**src/rtl/stlt_pkg.sv**
```systemverilog
package stlt_pkg;

  typedef enum logic [2:0] {
    LS_I   = 3'd0,
    LS_S   = 3'd1,
    LS_E   = 3'd2,
    LS_D   = 3'd3,
    LS_SPS = 3'd4,
    LS_SPE = 3'd5
  } lstate_e;

  // state after a local speculative access to a present line
  function automatic lstate_e f_after_access(lstate_e st, logic store);
    case (st)
      LS_S:    return LS_SPS;
      LS_E:    return LS_SPE;
      LS_D:    return store ? LS_SPE : LS_D;
      default: return st;
    endcase
  endfunction

  // store into a shared-only holding needs ownership later
  function automatic logic f_needs_own(lstate_e st, logic store);
    return store && (st == LS_S || st == LS_SPS);
  endfunction

  function automatic lstate_e f_after_commit(lstate_e st, logic sm);
    if (sm && st != LS_I) return LS_D;
    case (st)
      LS_SPS:  return LS_S;
      LS_SPE:  return LS_E;
      default: return st;
    endcase
  endfunction

  function automatic lstate_e f_after_squash(lstate_e st, logic sm);
    if (sm) return LS_I;
    case (st)
      LS_SPS:  return LS_S;
      LS_SPE:  return LS_E;
      default: return st;
    endcase
  endfunction

endpackage

```
**src/rtl/stlt_line.sv**
```systemverilog
module stlt_line
  import stlt_pkg::*;
(
  input  logic    clk,
  input  logic    rst_n,
  input  logic    squash_i,
  input  logic    commit_i,
  input  logic    inv_hit_i,
  input  logic    acc_hit_i,
  input  logic    acc_store_i,
  input  logic    fill_hit_i,
  input  logic    fill_excl_i,
  output lstate_e st_o,
  output logic    sl_o,
  output logic    sm_o,
  output logic    own_o,
  output logic    busy_o
);

  lstate_e st_q, st_d;
  logic    sl_q, sl_d, sm_q, sm_d, own_q, own_d;

  // named events for the assertions
  logic fill_take, acc_take;
  assign busy_o    = sl_q | sm_q;
  assign fill_take = fill_hit_i && !busy_o;
  assign acc_take  = acc_hit_i && (st_q != LS_I) && !squash_i && !commit_i && !inv_hit_i;

  always_comb begin
    st_d  = st_q;
    sl_d  = sl_q;
    sm_d  = sm_q;
    own_d = own_q;
    if (fill_take) begin
      st_d  = fill_excl_i ? LS_E : LS_S;
      sl_d  = 1'b0;
      sm_d  = 1'b0;
      own_d = 1'b0;
    end else if (squash_i) begin
      st_d  = f_after_squash(st_q, sm_q);
      sl_d  = 1'b0;
      sm_d  = 1'b0;
      own_d = 1'b0;
    end else if (commit_i) begin
      st_d  = f_after_commit(st_q, sm_q);
      sl_d  = 1'b0;
      sm_d  = 1'b0;
      own_d = 1'b0;
    end else if (inv_hit_i) begin
      if (!busy_o) st_d = LS_I;
    end else if (acc_take) begin
      st_d = f_after_access(st_q, acc_store_i);
      if (acc_store_i) sm_d = 1'b1;
      else             sl_d = 1'b1;
      if (f_needs_own(st_q, acc_store_i)) own_d = 1'b1;
    end
  end

  always_ff @(posedge clk) begin
    if (!rst_n) begin
      st_q  <= LS_I;
      sl_q  <= 1'b0;
      sm_q  <= 1'b0;
      own_q <= 1'b0;
    end else begin
      st_q  <= st_d;
      sl_q  <= sl_d;
      sm_q  <= sm_d;
      own_q <= own_d;
    end
  end

  assign st_o  = st_q;
  assign sl_o  = sl_q;
  assign sm_o  = sm_q;
  assign own_o = own_q;

  a_r3_own_needs_sm: assert property (@(posedge clk) disable iff (!rst_n)
    own_q |-> sm_q);

  a_r4_miss_ignored: assert property (@(posedge clk) disable iff (!rst_n)
    (st_q == LS_I && acc_hit_i && !fill_hit_i) |=> (st_q == LS_I && !sl_q && !sm_q));

  a_r6_plain_inv: assert property (@(posedge clk) disable iff (!rst_n)
    (inv_hit_i && !busy_o && !fill_hit_i && !squash_i && !commit_i) |=> (st_q == LS_I));

  a_r7_blocked_hold: assert property (@(posedge clk) disable iff (!rst_n)
    (fill_hit_i && busy_o && !squash_i && !commit_i && !inv_hit_i && !acc_hit_i)
    |=> (st_q == $past(st_q) && sl_q == $past(sl_q) && sm_q == $past(sm_q)));

  a_r8_commit_settles: assert property (@(posedge clk) disable iff (!rst_n)
    (commit_i && !squash_i) |=> (!sl_q && !sm_q && !own_q && st_q != LS_SPS && st_q != LS_SPE));

  a_r9_squash_drops: assert property (@(posedge clk) disable iff (!rst_n)
    (squash_i && sm_q) |=> (st_q == LS_I && !sm_q));

endmodule

```
**src/rtl/stlt_viol.sv**
```systemverilog
module stlt_viol (
  input  logic clk,
  input  logic rst_n,
  input  logic evt_i,
  input  logic squash_i,
  output logic pulse_o
);

  always_ff @(posedge clk) begin
    if (!rst_n) pulse_o <= 1'b0;
    else        pulse_o <= evt_i && !squash_i && !pulse_o;
  end

  a_r11_one_cycle: assert property (@(posedge clk) disable iff (!rst_n)
    pulse_o |=> !pulse_o);

  a_r11_squash_quiet: assert property (@(posedge clk) disable iff (!rst_n)
    squash_i |=> !pulse_o);

endmodule

```
**src/rtl/spec_line_tracker.sv**
```systemverilog
module spec_line_tracker
  import stlt_pkg::*;
#(
  parameter int NLINES = 16,
  parameter int IDXW   = (NLINES > 1) ? $clog2(NLINES) : 1
) (
  input  logic                  clk,
  input  logic                  rst_n,
  input  logic                  acc_valid_i,
  input  logic                  acc_store_i,
  input  logic [IDXW-1:0]       acc_idx_i,
  input  logic                  inv_valid_i,
  input  logic [IDXW-1:0]       inv_idx_i,
  input  logic                  inv_earlier_i,
  input  logic                  fill_valid_i,
  input  logic [IDXW-1:0]       fill_idx_i,
  input  logic                  fill_excl_i,
  input  logic                  commit_i,
  input  logic                  squash_i,
  output logic                  viol_o,
  output logic                  fill_blocked_o,
  output logic [NLINES-1:0]     own_req_o,
  output logic [3*NLINES-1:0]   line_state_o,
  output logic [NLINES-1:0]     sl_o,
  output logic [NLINES-1:0]     sm_o
);

  lstate_e           st_w [NLINES];
  logic [NLINES-1:0] busy_w;
  logic              viol_evt;

  for (genvar i = 0; i < NLINES; i++) begin : g_line
    logic inv_hit, acc_hit, fill_hit;
    assign inv_hit  = inv_valid_i  && (inv_idx_i  == IDXW'(i));
    assign acc_hit  = acc_valid_i  && (acc_idx_i  == IDXW'(i));
    assign fill_hit = fill_valid_i && (fill_idx_i == IDXW'(i));

    stlt_line u_line (
      .clk         (clk),
      .rst_n       (rst_n),
      .squash_i    (squash_i),
      .commit_i    (commit_i),
      .inv_hit_i   (inv_hit),
      .acc_hit_i   (acc_hit),
      .acc_store_i (acc_store_i),
      .fill_hit_i  (fill_hit),
      .fill_excl_i (fill_excl_i),
      .st_o        (st_w[i]),
      .sl_o        (sl_o[i]),
      .sm_o        (sm_o[i]),
      .own_o       (own_req_o[i]),
      .busy_o      (busy_w[i])
    );

    assign line_state_o[3*i +: 3] = st_w[i];
  end

  assign fill_blocked_o = fill_valid_i && busy_w[fill_idx_i];
  assign viol_evt = inv_valid_i && inv_earlier_i &&
                    (st_w[inv_idx_i] != LS_I) && sl_o[inv_idx_i];

  stlt_viol u_viol (
    .clk      (clk),
    .rst_n    (rst_n),
    .evt_i    (viol_evt),
    .squash_i (squash_i),
    .pulse_o  (viol_o)
  );

  a_r5_viol_origin: assert property (@(posedge clk) disable iff (!rst_n)
    viol_o |-> $past(inv_valid_i && inv_earlier_i));

  a_r7_block_needs_req: assert property (@(posedge clk) disable iff (!rst_n)
    fill_blocked_o |-> (sl_o[fill_idx_i] || sm_o[fill_idx_i]));

endmodule

```
**config.mk**
```make
export PLATFORM = sky130hd
export DESIGN_NAME = spec_line_tracker
export DESIGN_NICKNAME = d
export VERILOG_FILES = /design/src/rtl/stlt_pkg.sv /design/src/rtl/stlt_line.sv /design/src/rtl/stlt_viol.sv /design/src/rtl/spec_line_tracker.sv
export SDC_FILE = /design/constraint.sdc
export NUM_CORES = 1
export LEC_CHECK = 0
export BUFFER_PORTS_ARGS = -buffer_cell sky130_fd_sc_hd__buf_4
export CORE_ASPECT_RATIO = 2
export CORE_MARGIN = 2
export CORE_UTILIZATION = 53
export CTS_CLUSTER_SIZE = 10
export DETAILED_ROUTE_END_ITERATION = 6
export GPL_TIMING_DRIVEN = 1
export PLACE_DENSITY = 0.8
export SLEW_MARGIN = 20
export SYNTH_ARGS = -nofsm -noshare
export SYNTH_HDL_FRONTEND = slang
export SYNTH_SLANG_ARGS = --single-unit
```
**constraint.sdc**
```tcl
create_clock -name clk -period 1.9 [get_ports clk]
set_input_delay 0.285 -clock clk [delete_from_list [all_inputs] [get_ports clk]]
set_output_delay 0.285 -clock clk [all_outputs]
set_load 0.02 [all_outputs]
```
Word-level counts from Yosys, hierarchy flattened
Cells that the tools add are included.
{"block": "word_totals", "ff_bits": 97, "input_bits": 22, "out_inout_bits": 98, "wordCells": 906}
{"block": "classes", "n_lt_le_gt_ge": 3, "n_eq_ne": 141, "n_mux": 313, "bitwise_logic": 35, "reduce_logical": 349}
{"op": "$mux W3", "count": 163}
{"op": "$reduce_and A3 Y1", "count": 64}
{"op": "$logic_and A1 B1 Y1", "count": 166}
{"op": "$pmux W3 S3", "count": 16}
{"op": "$mux W1", "count": 114}
{"op": "$reduce_bool A7 Y1", "count": 16}
{"op": "$eq A3 B2 Y1 const B", "count": 32}
{"op": "$eq A3 B3 Y1 const B", "count": 32}
{"op": "$eq A4 B4 Y1 const B", "count": 24}
{"op": "$pmux W3 S2", "count": 16}
{"op": "$ne A5 B5 Y1 const B", "count": 16}
{"op": "$reduce_bool A5 Y1", "count": 16}
{"op": "$reduce_or A4 Y1", "count": 16}
{"op": "$reduce_bool A3 Y1", "count": 17}
{"op": "$eq A3 B1 Y1 const B", "count": 16}
{"op": "$eq A4 B3 Y1 const B", "count": 12}
{"op": "$logic_not A1 Y1", "count": 35}
{"op": "$eq A4 B2 Y1 const B", "count": 6}
{"op": "$not A1 Y1", "count": 18}
{"op": "$logic_or A1 B1 Y1", "count": 16}
{"op": "$or A1 B1 Y1", "count": 16}
{"op": "$bmux W3 S4", "count": 1}
{"op": "$eq A4 B1 Y1 const B", "count": 3}
{"op": "$logic_not A4 Y1", "count": 3}
{"op": "other kinds (5)", "count": 7}

Longest topological paths before layout
Gate-level depths: netlist (run 1).
{"block": "depth", "depth_word": 11, "mapped_depth": 8, "mapped_depth_nobuf": 5}

By module
Synthesis (run 1) repeated with hierarchy kept, for this count alone.
{"block": "hier_totals", "hier_cells": 1095, "hier_area_um2": 8486.9}
{"mod": "stlt_line", "instances": 16, "cells_per_inst": 60, "area_each_um2": 469.2, "seq_area_each_um2": 120.1}
{"mod": "spec_line_tracker", "instances": 1, "cells_per_inst": 133, "area_each_um2": 947.2, "seq_area_each_um2": 0.0}
{"mod": "stlt_viol", "instances": 1, "cells_per_inst": 2, "area_each_um2": 32.5, "seq_area_each_um2": 20.0}

Least setup slack after synthesis (run 1)
Ideal clock, no wire load.
{"block": "synth_timing", "kind": "input-to-reg", "from": "input commit_i", "to": "register g_line[0].u_line.st_q[2]", "arrival_time_ns": 1.935, "required_ns": 1.833, "path_slack_ns": -0.102, "stages": 6, "n_path_buf": 1, "path_cell_list": "buf_4 > nor4b_4 > nand2_2 > or4_4 > a2111o_1 > a21oi_2"}
{"block": "synth_via", "elab_chain_len": 5}
{"item": "start: declaration", "line_no": "spec_line_tracker.sv:18", "text": "input logic commit_i,"}
{"item": "$logic_not A1 Y1", "line_no": "stlt_line.sv:27", "text": "assign acc_take = acc_hit_i && (st_q != LS_I) && !squash_i && !commit_i && !inv_hit_i;"}
{"item": "$logic_and A1 B1 Y1 (2 in series)", "line_no": "stlt_line.sv:27"}
{"item": "$reduce_bool A5 Y1 (no line)"}
{"item": "$reduce_and A3 Y1 (no line)"}
{"item": "end signal: assignment", "line_no": "stlt_line.sv:66", "text": "st_q <= st_d;"}
{"item": "end: declaration", "line_no": "stlt_line.sv:20", "text": "lstate_e st_q, st_d;"}
Parallel ways exist; a longest one is shown, timed or not.
A chain may end at the register's enable or synchronous reset.

Worst setup path after layout (run 1)
{"block": "layout_timing", "from": "register g_line[2].u_line.sl_q", "to": "output fill_blocked_o"}
{"block": "layout_via", "elab_chain_len": 4}
{"item": "start: declaration", "line_no": "stlt_line.sv:21", "text": "logic sl_q, sl_d, sm_q, sm_d, own_q, own_d;"}
{"item": "start signal: assignment", "line_no": "stlt_line.sv:67", "text": "sl_q <= sl_d;"}
{"item": "$or A1 B1 Y1", "line_no": "stlt_line.sv:25", "text": "assign busy_o = sl_q | sm_q;"}
{"item": "$bmux W1 S4", "line_no": "spec_line_tracker.sv:58", "text": "assign fill_blocked_o = fill_valid_i && busy_w[fill_idx_i];"}
{"item": "$mux W1 (not written as such)", "line_no": "spec_line_tracker.sv:58"}
{"item": "$logic_and A1 B1 Y1", "line_no": "spec_line_tracker.sv:58"}
{"item": "end: declaration", "line_no": "spec_line_tracker.sv:21", "text": "output logic fill_blocked_o,"}
No other way between the ends. The select of a mux whose other input is x is not followed.

==> results of run 1 <==
-- stage by stage --
| stage | util, % | setup TNS [ns] |
|---|---|---|
| 2_1_floorplan | - | -0.0492 |
| 3_3_place_gp | 67.4 | -4.02 |
| 3_5_place_dp | 67.4 | -6.65 |
| 4_1_cts | 70.0 | -0.178 |
| 5_1_grt | 70.2 | -0.228 |
| 6_report | 70.2 | -0.213 |
-- timing repair --
action	4_1_cts	5_1_grt
pin swaps	3	2
resized for setup	19	5
endpoints found under the setup margin	1	5
-- registers in the layout, indices dropped and copies added, names as in the netlist --
signal and count:
g_line.u_line.own_o 16, u_viol.pulse_o 1, g_line.u_line.sm_o 16, g_line.u_line.st_o 48, g_line.u_line.sl_o 16
-- power breakdown --
| part | switching, mW | leakage (nW) | internal [mW] | total [mW] |
|---|---|---|---|---|
| combinational | 0.740 | 3.01 | 0.565 | 1.31 |
| clock | 0.841 | 0.149 | 1.03 | 1.87 |
| sequential | 0.104 | 0.788 | 2.08 | 2.18 |
| total | 1.69 | 3.95 | 3.67 | 5.36 |
-- logic make-up after synthesis --
| logic type | count (synthesis) |
|---|---|
| xor gates and xnor gates | 21 |
| and+or+nand+nor | 446 |
| muxes | 17 |
| AOI/OAI and AO/OA | 301 |
| DFF | 97 |
| buffers and inverters | 176 |
| adders and majority gates | 14 |
-- per-layer routing --
layer / wire length, um / track usage (%) / vias up / share of wire [%]
met2: 14800 / 62.7 / 653 / 48
li1: - / - / 4325 / -
met3: 2640 / 5.08 / 169 / 8.5
met5: 0 / 0 / - / 0
met4: 2430 / 28.5 / 0 / 7.8
met1: 11200 / 45.1 / 4478 / 36
-- tightest hold or removal path, delay by kind of cell --
family                 cells  cell delay, ns
buffers and inverters      1            0.12
AND/OR/NAND/NOR            2            0.20
-- final cells by class --
cell class                 instances  area share [%]
multi-input combinational        799            50.6
timing repair buffer             324            24.5
sequential                        97            18.9
clock buffer                      14            2.76
tap                              195            2.37
inverter                          21           0.766
clock inverter                     2          0.0972
-- cell usage in the layout, fill, tap and decap left out, types with 12 or more instances in the layout --
master / count
nor3_1: 75
dfxtp_1: 91
maj3_1: 14
o21ai_0: 40
nor4_1: 20
o211ai_1: 26
nand3_1: 15
nor2_1: 99
nand2_1: 85
a211o_1: 12
o31ai_1: 20
a211oi_1: 13
nor2b_1: 15
xnor2_1: 18
buf_4: 316
nand2b_1: 16
a21oi_1: 71
a31oi_1: 16
inv_1: 19
-- final timing paths --
kind	slack (ns)	endpoint	cells after the start
setup reg to reg	0.08	g_line[2].u_line.st_o[0]	5
hold / removal	0.29	u_viol.pulse_o	3
setup / recovery	-0.21	fill_blocked_o	6
hold reg to reg	0.50	g_line[4].u_line.own_o	2
==> run_results.csv, run 1 <==
group,metric,value,unit
outcome,status,"finished, violations left",
outcome,violations,"negative setup slack",
finish,multi_input_area,0.00520,mm2
global_route,grt_pass1_vias,9151,
global_route,grt_max_degree,27,
clock_network,postCtsSetupBuffers,0,
finish,syn_to_final_growth,30.7,%
routing,drt_first_pass_iters,6,
placed_design,io_buffer_count,119,
finish,seq_area,0.00195,mm2
clock_network,cts_sinks,97,
setup_path,cp-end-kind,"output port",
floorplanning,die_y,176,um
placed_design,hpwl,23.3,mm
synthesis,synthTopCellsByArea,"dfxtp_1, nor3_1, nor2_1",
finish,antennaDiodeCount,0,
timing,fin_crit_sh,111,%
power_and_ir_drop,leakage,3.95,nW
clock_network,cts_root_buf,"clkbuf_16",
finish,final_area,0.0103,mm2
floorplanning,die_width,90.2,um
synthesis,synthCells,1072,
synthesis,synthFlopType,"dfxtp_1",
clock_network,h-tree-depth,3,
floorplanning,start_util,53.7,%
clock_network,hold_buffers,0,
power_and_ir_drop,finalPower,5.36,mW
clock_network,cts_tree,"yes",
timing,tightest_slew,0.898,ns
setup_path,crit_arrival,1.83,ns
synthesis,synth_top_family_by_area,"simple AND/OR/NAND/NOR gates",
setup_path,worst-path-buf-inv,1,
placed_design,gp_congestion,1.06,
finish,nFillCells,1226,
synthesis,yosysWarningCount,0,
setup_path,cp_slowest_cell,"a2111oi_4",
synthesis,synth_cell_types,83,
min_path,min_path_type,"input pin to flip-flop",
global_route,grt_pass1_wl,48.4,mm
synthesis,synth-async-reset-ratio,0,%
synthesis,synth_top_cell_area_share,24.7,%
synthesis,syn-cell-area,0.00788,mm2
synthesis,yosys.area_share.simple,31.0,%
routing,drt-initial-drc-count,1066,
timing,setup_viol,1,
synthesis,yosys-top-cells-count,"nor2_1, dfxtp_1, nand2_1",
timing,finClkSkew,0.0111,ns
synthesis,synth-seq-cells,97,
synthesis,synthMuxAreaShare,2.70,%
routing,vias_per_cell,6.63,
setup_path,max_stage_delay,0.37,ns
synthesis,synthXorXnorAreaFrac,2.33,%
min_path,min-delay-start,"inv_idx_i[3]",
finish,fin_nets,1274,
setup_path,cp-startpoint,"g_line[2].u_line.sl_o",
setup_path,cp_top_family,"compound AO/OA/AOI/OAI gates",
clock_network,clkSlewWorstSetupHoldPaths,0.07,ns
placed_design,dpl.cell_count,1436,
floorplanning,io_pins,120,
synthesis,ys_seq_area_share,24.7,%
synthesis,synth_compound_area_share,26.5,%
placed_design,post_dp_cell_area,0.00989,mm2
synthesis,synth-adder-area-share,1.78,%
timing,setup_ws,-0.213,ns
global_route,grt.overflow.total,0,
timing,min_period,2.11,ns
clock_network,cts_made_buffers,9,
setup_path,worstSetupStartpointType,"flip-flop",
synthesis,syn_nets,1094,
placed_design,pre_cts_ws,-0.437,ns
floorplanning,fp.coreArea,0.0147,mm2
setup_path,cp.required,1.62,ns
routing,finalWirelength,31.1,mm
synthesis,synth-edff-count,0,
synthesis,yosysTopAreaCell,"dfxtp_1",
setup_path,reg2reg_from,"g_line[2].u_line.sl_o",
routing,drc,0,
timing,slew_violations,0,
global_route,grt_usage,38.1,%
synthesis,synth.most_common_cell,"nor2_1",
routing,ant_nets,0,
floorplanning,die_area,0.0159,mm2
power_and_ir_drop,p_per_area,521,mW/mm2
setup_path,cp_max_fo,2,
timing,fmax,473,MHz
global_route,antenna_found_initial,0,
setup_path,critical_path_class,"flip-flop to output port",
job,maxCapViolCount,0,
finish,layout-drive-gt1-share,31.9,%
timing,rsz0062_at_grt,"true",
floorplanning,rows,63,
finish,finalNonFillerCells,1452,
routing,wl_per_cell,21.4,um
timing,maxSlewHeadroom,39.3,%
setup_path,worstPathCellList,"nor3_2, a21o_1, a2111oi_4, o31ai_2, a31oi_4, buf_6",
synthesis,postSynthAreaPerCell,7.35,um2
clock_network,insertion_delay,0.36,ns
timing,finalHoldViolations,0,
power_and_ir_drop,vdd_drop_max,464,uV
clock_network,clockBufferDepth,2,
routing,route.vias.total,9625,
timing,whs,0.289,ns
Power figures use the tool's default switching activity.
==> run 2: changes to the inputs <==
Settings changed: CORE_ASPECT_RATIO 2 to default.
==> run_results.csv, run 2 (synthesized netlist as in run 1, its figures left out) <==
group,metric,value,unit
routing,finalWirelength,30.2,mm
finish,largest_reg_flops,48,
outcome,status,"finished, violations left",
finish,layout-drive-gt1-share,32.9,%
clock_network,cts_root_buf,"clkbuf_16",
floorplanning,die_y,126,um
global_route,grt.overflow.total,0,
global_route,grt_pass1_wl,46.6,mm
floorplanning,io_pins,120,
timing,setup_ws,-0.140,ns
finish,antennaDiodeCount,0,
timing,finClkSkew,0.00704,ns
finish,fin_nets,1290,
setup_path,worstSetupStartpointType,"input pin",
routing,route.vias.total,9683,
timing,min_period,2.04,ns
routing,wl_per_cell,20.7,um
timing,fin_crit_sh,107,%
job,maxCapViolCount,0,
finish,finalNonFillerCells,1457,
routing,drt-initial-drc-count,1203,
setup_path,cp_max_fo,9,
clock_network,hold_buffers,0,
timing,finalHoldViolations,0,
timing,slew_violations,0,
routing,vias_per_cell,6.65,
routing,drt_first_pass_iters,6,
finish,layout_common_cells,"buf_4, nor2_1, dfxtp_1, nand2_1, nor3_1",
min_path,min-delay-start,"rst_n",
floorplanning,start_util,54.2,%
setup_path,critical_path_class,"input pin to output port",
placed_design,io_buffer_count,119,
timing,maxSlewHeadroom,57.9,%
setup_path,worst_r2r_path_depth,6,
finish,final_common_cell,"buf_4",
floorplanning,die_width,126,um
setup_path,reg2reg_to,"g_line[0].u_line.st_o[0]",
finish,syn_to_final_growth,31.3,%
global_route,antenna_found_initial,0,
clock_network,cts_sinks,97,
power_and_ir_drop,vdd_drop_max,491,uV
setup_path,critPathMostFrequentCell,"buf_4",
clock_network,clockBufferDepth,2,
clock_network,clkSlewWorstSetupHoldPaths,0.07,ns
global_route,grt_pass1_vias,8871,
min_path,whs_path_depth,2,
timing,fmax,490,MHz
timing,whs,0.288,ns
setup_path,max_stage_delay,0.32,ns
setup_path,worstPathCellList,"buf_4, buf_4, or2_2, nor3_1, a211oi_2, o31ai_2, a31oi_4, buf_6",
placed_design,hpwl,22.2,mm
setup_path,cp.required,1.62,ns
setup_path,cp-end-kind,"output port",
power_and_ir_drop,leakage,4.02,nW
placed_design,gp_congestion,1.01,
min_path,min_delay_worst_endpoint,"g_line[0].u_line.st_o[0]",
floorplanning,die_area,0.0159,mm2
floorplanning,fp.coreArea,0.0145,mm2
setup_path,reg2reg_from,"g_line[0].u_line.sm_o",
timing,tightest_slew,0.626,ns
min_path,min_path_type,"input pin to flip-flop",
clock_network,insertion_delay,0.36,ns
setup_path,reg2reg_slack,0.06,ns
timing,rsz0062_at_grt,"true",
clock_network,h-tree-depth,3,
global_route,grt_max_degree,39,
routing,ant_nets,0,
setup_path,crit_arrival,1.75,ns
routing,drc,0,
floorplanning,rows,44,
global_route,grt_usage,36.7,%
setup_path,cp_slowest_cell,"or2_2",
outcome,violations,"negative setup slack",
power_and_ir_drop,p_per_area,512,mW/mm2
timing,setup_viol,1,
clock_network,cts_tree,"yes",
clock_network,cts_made_buffers,9,
placed_design,dpl.cell_count,1440,
run 2: layout make-up:
cell class              instances  area, um2
repair buffers                340       2620
clock inverters                 3       15.0
inverters                      21       78.8
clock buffers                  13        260
flip-flops and latches         97       1960
fillers                      1198       4190
well taps                     184        230
multi-input cells             799       5190
run 2: how the worst max path moves through the flow:
stage	to	start	slack, ns	depth (start not counted)
6_report	fill_blocked_o	fill_idx_i[0]	-0.14	8
5_1_grt	fill_blocked_o	g_line[2].u_line.sl_o	-0.14	6
3_5_place_dp	g_line[2].u_line.st_o[0]	fill_idx_i[3]	-0.18	6
4_1_cts	fill_blocked_o	g_line[2].u_line.sl_o	-0.10	6
2_1_floorplan	g_line[0].u_line.st_o[2]	inv_idx_i[0]	-0.05	7
3_3_place_gp	g_line[2].u_line.st_o[0]	fill_idx_i[3]	-0.13	6
run 2: report_power, final:
group	internal, mW	switching [mW]	leakage [nW]	total [mW]
Clock	0.955	0.837	0.139	1.79
Combinational	0.582	0.776	3.09	1.36
Sequential	2.08	0.0662	0.791	2.15
Total	3.62	1.68	4.02	5.30
run 2: timing repair:
item	4_1_cts	5_1_grt
pin swaps	8	2
cloned	0	0
gates resized for setup	22	5
setup buffers	1	0
endpoints found under the setup margin	1	2
run 2: stage by stage:
step | setup TNS [ns] | cell area, um2 | power, mW | setup slack (ns) | util, %
finish | -0.140 | 10300 | 5.30 | -0.140 | 71.2
global route | -0.139 | 10300 | 5.46 | -0.139 | 71.2
CTS | -0.105 | 10300 | 5.24 | -0.105 | 71.1
detailed placement | -2.65 | 9960 | 3.48 | -0.181 | 68.5
global placement | -1.39 | 9960 | 3.46 | -0.130 | 68.5
floorplan | -0.0492 | 7910 | 2.90 | -0.0492 | -
run 2: layer usage:
layer	vias to the layer above	wire, um	track usage (%)	share of wire [%]
met1	4450	11400	47.7	38
met3	183	3610	7.18	12
li1	4337	-	-	-
met2	713	13200	56.2	44
met4	0	2010	22.6	6.7
met5	-	0	0	0
run 2: critical path, delay by kind of cell:
kind / cells / cell delay (ns)
AO/OA/AOI/OAI: 3 / 0.42
buffers and inverters: 3 / 0.49
AND/OR/NAND/NOR: 2 / 0.54
